## config.mk

```make
export PLATFORM = sky130hd
export DESIGN_NAME = token_col_loader
export DESIGN_NICKNAME = d
export VERILOG_FILES = /design/src/rtl/colload_pkg.sv /design/src/rtl/colload_token_chain.sv /design/src/rtl/colload_temp_store.sv /design/src/rtl/colload_out_store.sv /design/src/rtl/token_col_loader.sv
export SDC_FILE = /design/constraint.sdc
export NUM_CORES = 2
export LEC_CHECK = 0
export BUFFER_PORTS_ARGS = -buffer_cell sky130_fd_sc_hd__buf_2
export CORE_AREA = 2 2 471 473
export DETAILED_ROUTE_END_ITERATION = 8
export DIE_AREA = 0 0 473 475
export PLACE_DENSITY_LB_ADDON = 0.08
export SETUP_SLACK_MARGIN = 0.02
export SYNTH_ARGS = -nofsm -noshare
export SYNTH_HDL_FRONTEND = slang
export SYNTH_HIERARCHICAL = 1
export SYNTH_SLANG_ARGS = --single-unit
export TNS_END_PERCENT = 10
```

## constraint.sdc

```tcl
create_clock -name clk -period 1.3 [get_ports clk]
set_clock_uncertainty 0.2 [all_clocks]
set_input_delay 0.065 -clock clk [delete_from_list [all_inputs] [get_ports clk]]
set_output_delay 0.065 -clock clk [all_outputs]
set_load 0.1 [all_outputs]
```

## src/rtl/colload_pkg.sv

```systemverilog
package colload_pkg;

    localparam int DEF_COLS  = 200;
    localparam int DEF_SHORT = 192;
    localparam int DEF_PIX_W = 6;

    typedef enum logic {
        WALK_DOWN = 1'b0,
        WALK_UP   = 1'b1
    } walk_dir_e;

    function automatic int last_col_idx(logic short_sel, int full_n, int short_n);
        return short_sel ? (short_n - 1) : (full_n - 1);
    endfunction

endpackage

```

## src/rtl/colload_token_chain.sv

```systemverilog
module colload_token_chain
    import colload_pkg::*;
#(
    parameter int NUM_COLS   = DEF_COLS,
    parameter int SHORT_COLS = DEF_SHORT
) (
    input  logic                clk,
    input  logic                rst,
    input  logic                tok_in,
    input  walk_dir_e           dir,
    input  logic                short_sel,
    output logic [NUM_COLS-1:0] tok,
    output logic                tok_out
);

    logic [NUM_COLS-1:0] tok_nxt;
    logic                last_tok;
    logic                exit_tok;

    for (genvar c = 0; c < NUM_COLS; c++) begin : g_pos
        logic from_dn;
        logic from_up;
        logic live;

        if (c == NUM_COLS - 1) begin : g_dn_top
            assign from_dn = tok_in;
        end else if (c == SHORT_COLS - 1) begin : g_dn_short
            assign from_dn = short_sel ? tok_in : tok[c+1];
        end else begin : g_dn_mid
            assign from_dn = tok[c+1];
        end

        if (c == 0) begin : g_up_bot
            assign from_up = tok_in;
        end else begin : g_up_mid
            assign from_up = tok[c-1];
        end

        if (c < SHORT_COLS) begin : g_live_always
            assign live = 1'b1;
        end else begin : g_live_full
            assign live = ~short_sel;
        end

        assign tok_nxt[c] = live & ((dir == WALK_UP) ? from_up : from_dn);
    end

    assign last_tok = tok[last_col_idx(short_sel, NUM_COLS, SHORT_COLS)];
    assign exit_tok = (dir == WALK_UP) ? last_tok : tok[0];

    always_ff @(posedge clk) begin
        if (rst) begin
            tok     <= '0;
            tok_out <= 1'b0;
        end else begin
            tok     <= tok_nxt;
            tok_out <= exit_tok;
        end
    end

endmodule

```

## src/rtl/colload_temp_store.sv

```systemverilog
module colload_temp_store
    import colload_pkg::*;
#(
    parameter int NUM_COLS = DEF_COLS,
    parameter int PIX_W    = DEF_PIX_W
) (
    input  logic                           clk,
    input  logic                           rst,
    input  logic [NUM_COLS-1:0]            cap,
    input  logic [PIX_W-1:0]               pix,
    output logic [NUM_COLS-1:0][PIX_W-1:0] slots
);

    for (genvar c = 0; c < NUM_COLS; c++) begin : g_slot
        always_ff @(posedge clk) begin
            if (rst) begin
                slots[c] <= '0;
            end else if (cap[c]) begin
                slots[c] <= pix;
            end
        end
    end

endmodule

```

## src/rtl/colload_out_store.sv

```systemverilog
module colload_out_store
    import colload_pkg::*;
#(
    parameter int NUM_COLS = DEF_COLS,
    parameter int PIX_W    = DEF_PIX_W
) (
    input  logic                           clk,
    input  logic                           rst,
    input  logic                           lat,
    input  logic [NUM_COLS-1:0][PIX_W-1:0] din,
    output logic [NUM_COLS-1:0][PIX_W-1:0] dout
);

    always_ff @(posedge clk) begin
        if (rst) begin
            dout <= '0;
        end else if (lat) begin
            dout <= din;
        end
    end

endmodule

```

## src/rtl/token_col_loader.sv

```systemverilog
module token_col_loader
    import colload_pkg::*;
#(
    parameter int NUM_COLS   = DEF_COLS,
    parameter int SHORT_COLS = DEF_SHORT,
    parameter int PIX_W      = DEF_PIX_W
) (
    input  logic                      clk,
    input  logic                      rst,
    input  logic                      tok_in,
    input  logic                      dir_rev,
    input  logic                      short_sel,
    input  logic [PIX_W-1:0]          pix_in,
    input  logic                      lat,
    output logic                      tok_out,
    output logic [NUM_COLS*PIX_W-1:0] out_cols
);

    logic [NUM_COLS-1:0]            tok_vec;
    logic [NUM_COLS-1:0][PIX_W-1:0] temp_slots;
    logic [NUM_COLS-1:0][PIX_W-1:0] held_slots;
    walk_dir_e                      walk_dir;

    assign walk_dir = dir_rev ? WALK_UP : WALK_DOWN;

    colload_token_chain #(
        .NUM_COLS  (NUM_COLS),
        .SHORT_COLS(SHORT_COLS)
    ) u_chain (
        .clk      (clk),
        .rst      (rst),
        .tok_in   (tok_in),
        .dir      (walk_dir),
        .short_sel(short_sel),
        .tok      (tok_vec),
        .tok_out  (tok_out)
    );

    colload_temp_store #(
        .NUM_COLS(NUM_COLS),
        .PIX_W   (PIX_W)
    ) u_temp (
        .clk  (clk),
        .rst  (rst),
        .cap  (tok_vec),
        .pix  (pix_in),
        .slots(temp_slots)
    );

    colload_out_store #(
        .NUM_COLS(NUM_COLS),
        .PIX_W   (PIX_W)
    ) u_out (
        .clk (clk),
        .rst (rst),
        .lat (lat),
        .din (temp_slots),
        .dout(held_slots)
    );

    assign out_cols = held_slots;

endmodule

```

# == Word-level counts from Yosys, hierarchy flattened ==
# Cells that the tools add are included.
# word_totals
register_bits,2601
input_bits,12
output_inout_bits,1201
# classes
n_lt_le_gt_ge,1
muxes,207
bitwise,9
# ops
cell,n
$mux 1,205
$lt 8x9->1 const B,1
$and 1x1->1,8
$bmux 1 s8,1
$mux 7,1
$not 1->1,1

# == Depth between registers and ports, before layout ==
# depth
depth_word,5
mapped_depth,6
depth_no_buf,2

# == Hierarchy ==
# Netlist, hierarchy kept.
# modules_own_cells
module,instances,cells_per_inst,area_each_um2
colload_temp_store,1,4065,43178.9
colload_out_store,1,3867,43051.3
colload_token_chain,1,653,7230.7

# == Least setup slack after synthesis ==
# No wires, ideal clock.
# synth_timing
path_type,register -> register
start,"register, netlist name u_out/dout[0]"
end,register u_out/dout[0] (netlist bit)
setup_time_ns,0.067
t_arrival_ns,1.173
slack_ns,-0.140
path_stages_with_launch,3
n_path_buf,0
synth_period_minus_slack_ns,1.440
path_cell_list,dfxtp_1 mux2i_1 nor2_1
# synth_lines
item,line,text
to (signal assigned),colload_out_store.sv:18,dout <= din;
to (decl),colload_out_store.sv:11,output logic [NUM_COLS-1:0][PIX_W-1:0] dout

# == Final worst setup path ==
# layout_timing
start,register u_out/dout[462] (netlist bit)
end,output out_cols[462]
# layout_lines
item,line,text
to (decl),token_col_loader.sv:16,output logic [NUM_COLS*PIX_W-1:0] out_cols
# No word-level cell between the ends.

==> flow_summary_export.csv <==
group,metric,value,unit
power,power_density,1210,mW/mm^2
die,fp.dieW,473,microns
sta,rsz0062_at_grt,"yes",
layout,post-route-util,0.617,
setup_path,cp-start-kind,"flop",
die,coreArea,0.219,sq mm
route,wl_met2,140000,microns
synth,syn-instance-count,8585,
route,met3_length,17000,microns
synth,synth_xor_area_frac,0,
hold_path,hp-class,"in2reg",
sta,slew_violations,0,
die,die_height,475,microns
place,dp_cells,12475,
layout,drive_gt1_frac,0.327,
route,wl_per_cell,22.8,microns
route,top_layer,"met4",
global_routing,grt_pass1_wl,431000,microns
place,portBuffers,1212,
route,drt-initial-drc-count,4090,
setup_path,worst-path-max-fanout,2,
cts,worstSkewPairLatency,0.91,ns
sta,hold_violations,0,
cts,cts.sink_count,2601,
global_routing,antenna_found_initial,4,
layout,area_growth,44.6,%
setup_path,worstPathArrival,1.55,ns
power,p_leak,53.7,nW
outcome,status,"finished with violations",
synth,synth-simple-area-share,0.105,
sta,period_minus_slack,1.81,ns
sta,period_share,1.39,
die,pin_count,1213,
cts,clockBufferDepth,4,
synth,synth_adder_area_share,0,
synth,yosysSeqAreaShare,0.557,
route,route.vias.total,64541,
cts,cts_root_buf,"clkbuf_16",
sta,whs,0.0908,ns
sta,tightest_slew,0.777,ns
place,place_congestion,0.825,
power,ir_drop,1.28,mV
route,wl,296000,microns
route,drc,0,
sta,slew_headroom,0.482,
global_routing,grt_pass1_vias,64577,
job,drv_cap,0,
layout,multi_input_area,0.0358,sq mm
route,wl_met1,125000,microns
setup_path,required,1.03,ns
layout,final_common_cell,"mux2i_1",
global_routing,gr-usage-all-layers,0.254,
synth,synth_compound_area_frac,0.000214,
setup_path,critPathKind,"reg2out",
route,firstDrtPassIters,5,
synth,ys_ff_latch,2601,
route,vias_per_cell,4.97,
global_routing,grt_start_max_net_pins,71,
die,start_util,0.427,
synth,synth.avg_cell_area,10.9,sq um
sta,timing.fmax,0.552,GHz
layout,nNetsFinal,9934,
outcome,violations,"negative setup slack",
cts,htree_levels,5,
synth,syn_area,0.0935,sq mm
sta,finalSetupViolations,1201,
synth,yosys_warnings,6,
layout,stdcell_count,12988,
die,num_rows,172,
route,ant_nets,0,
setup_path,crit_path_end_kind,"output port",
cts,numCtsBuffers,288,
sta,timing.final.ws_setup,-0.511,ns
synth,yosys.cell_types.count,15,
cts,cts_tree,"done",
layout,n_fill_cell,17222,
layout,regArea,0.0547,sq mm
place,dp_hpwl,212000,microns
layout,final_cell_mix,"2601 x mux2i_1, 2600 x nor2_1, 1522 x dfxtp_1",
synth,synth_top_family_by_area,"multiplexers",
cts,path_clk_slew,0.06,ns
synth,muxShareOfSynthArea,0.279,
die,dieArea,0.225,sq mm
global_routing,grt-ovfl-total,0,
synth,syn_nets,8597,
flip-flops by register name, summed over array words and instances (netlist names):
name / cells
u_out/dout: 1200
u_temp/slots: 1200
u_chain/tok: 200
u_chain/tok_out: 1
area by class of cell:
class                           count  area share
Multi-Input combinational cell   5205       0.265
Clock buffer                      417      0.0623
Tap cell                         2871      0.0266
Timing Repair Buffer             1825       0.236
Clock inverter                     67     0.00503
Sequential cell                  2601       0.405
Antenna cell                        1   0.0000185
Inverter                            1   0.0000278
cell families after synthesis:
logic type             Yosys count
AOI/OAI and AO/OA                2
buffers and inverters          779
DFF                           2601
muxes                         2601
and+or+nand+nor               2602
layer usage:
| metal | vias up | global-route usage |
|---|---|---|
| met2 | 1707 | 0.418 |
| met3 | 463 | 0.0538 |
| met4 | 0 | 0.121 |
| met5 | - | 0 |
| met1 | 31473 | 0.317 |
| li1 | 30898 | - |
where the power goes:
part | total (mW) | switching [mW] | internal (mW)
combinational | 6.43 | 4.05 | 2.38
sequential | 78.7 | 0.0514 | 78.7
clock | 79.0 | 31.8 | 47.1
path summary, 6_finish.rpt:
kind	from	endpoint	slack (ns)	cells past startpoint
min reg2reg	u_temp/slots[479]$_SDFFE_PP0P_	u_out/dout[479]$_SDFFE_PP0P_	0.27	2
min	pix_in[3]	u_temp/slots[885]$_SDFFE_PP0P_	0.09	5
max	u_out/dout[462]$_SDFFE_PP0P_	out_cols[462]	-0.51	2
max reg2reg	u_chain/tok[191]$_SDFF_PP0_	u_temp/slots[1149]$_SDFFE_PP0P_	0.01	3
synthesized netlist by cell type, drive strengths merged:
cell	n	area, sq um
a211oi	2	20.0
buf	736	5400
inv	1	3.75
mux2i	2601	26000
nor2	2600	9760
or2	1	6.26
clkbuf	42	158
nor2b	1	6.26
dfxtp	2601	52100
repair_timing:
| action | CTS | global route |
|---|---|---|
| gates resized for setup | 862 | 604 |
| hold endpoints to repair | 2601 | 0 |
| setup buffers | 1 | 9 |
| pin swaps | 0 | 0 |
| hold buffers | 18 | 0 |
| setup endpoints to repair | 1204 | 1227 |
through the flow:
stage / TNS (ns) / cell area [sq um] / setup slack (ns) / total power, mW
floorplan: -151.15 / 93600 / -0.140 / 86.0
global placement: -99.00 / 123000 / -0.168 / 87.9
detailed placement: -117.19 / 123000 / -0.196 / 88.0
CTS: -642.61 / 134000 / -0.604 / 166
global route: -589.12 / 135000 / -0.577 / 170
finish: -505.09 / 135000 / -0.511 / 164
critical path, stage by stage, from the launching register on:
cell	delay, ns
dfxtp_2	0.34
buf_6	0.14
buf_12	0.18
Note: power is estimated with default switching activity, not from simulation.
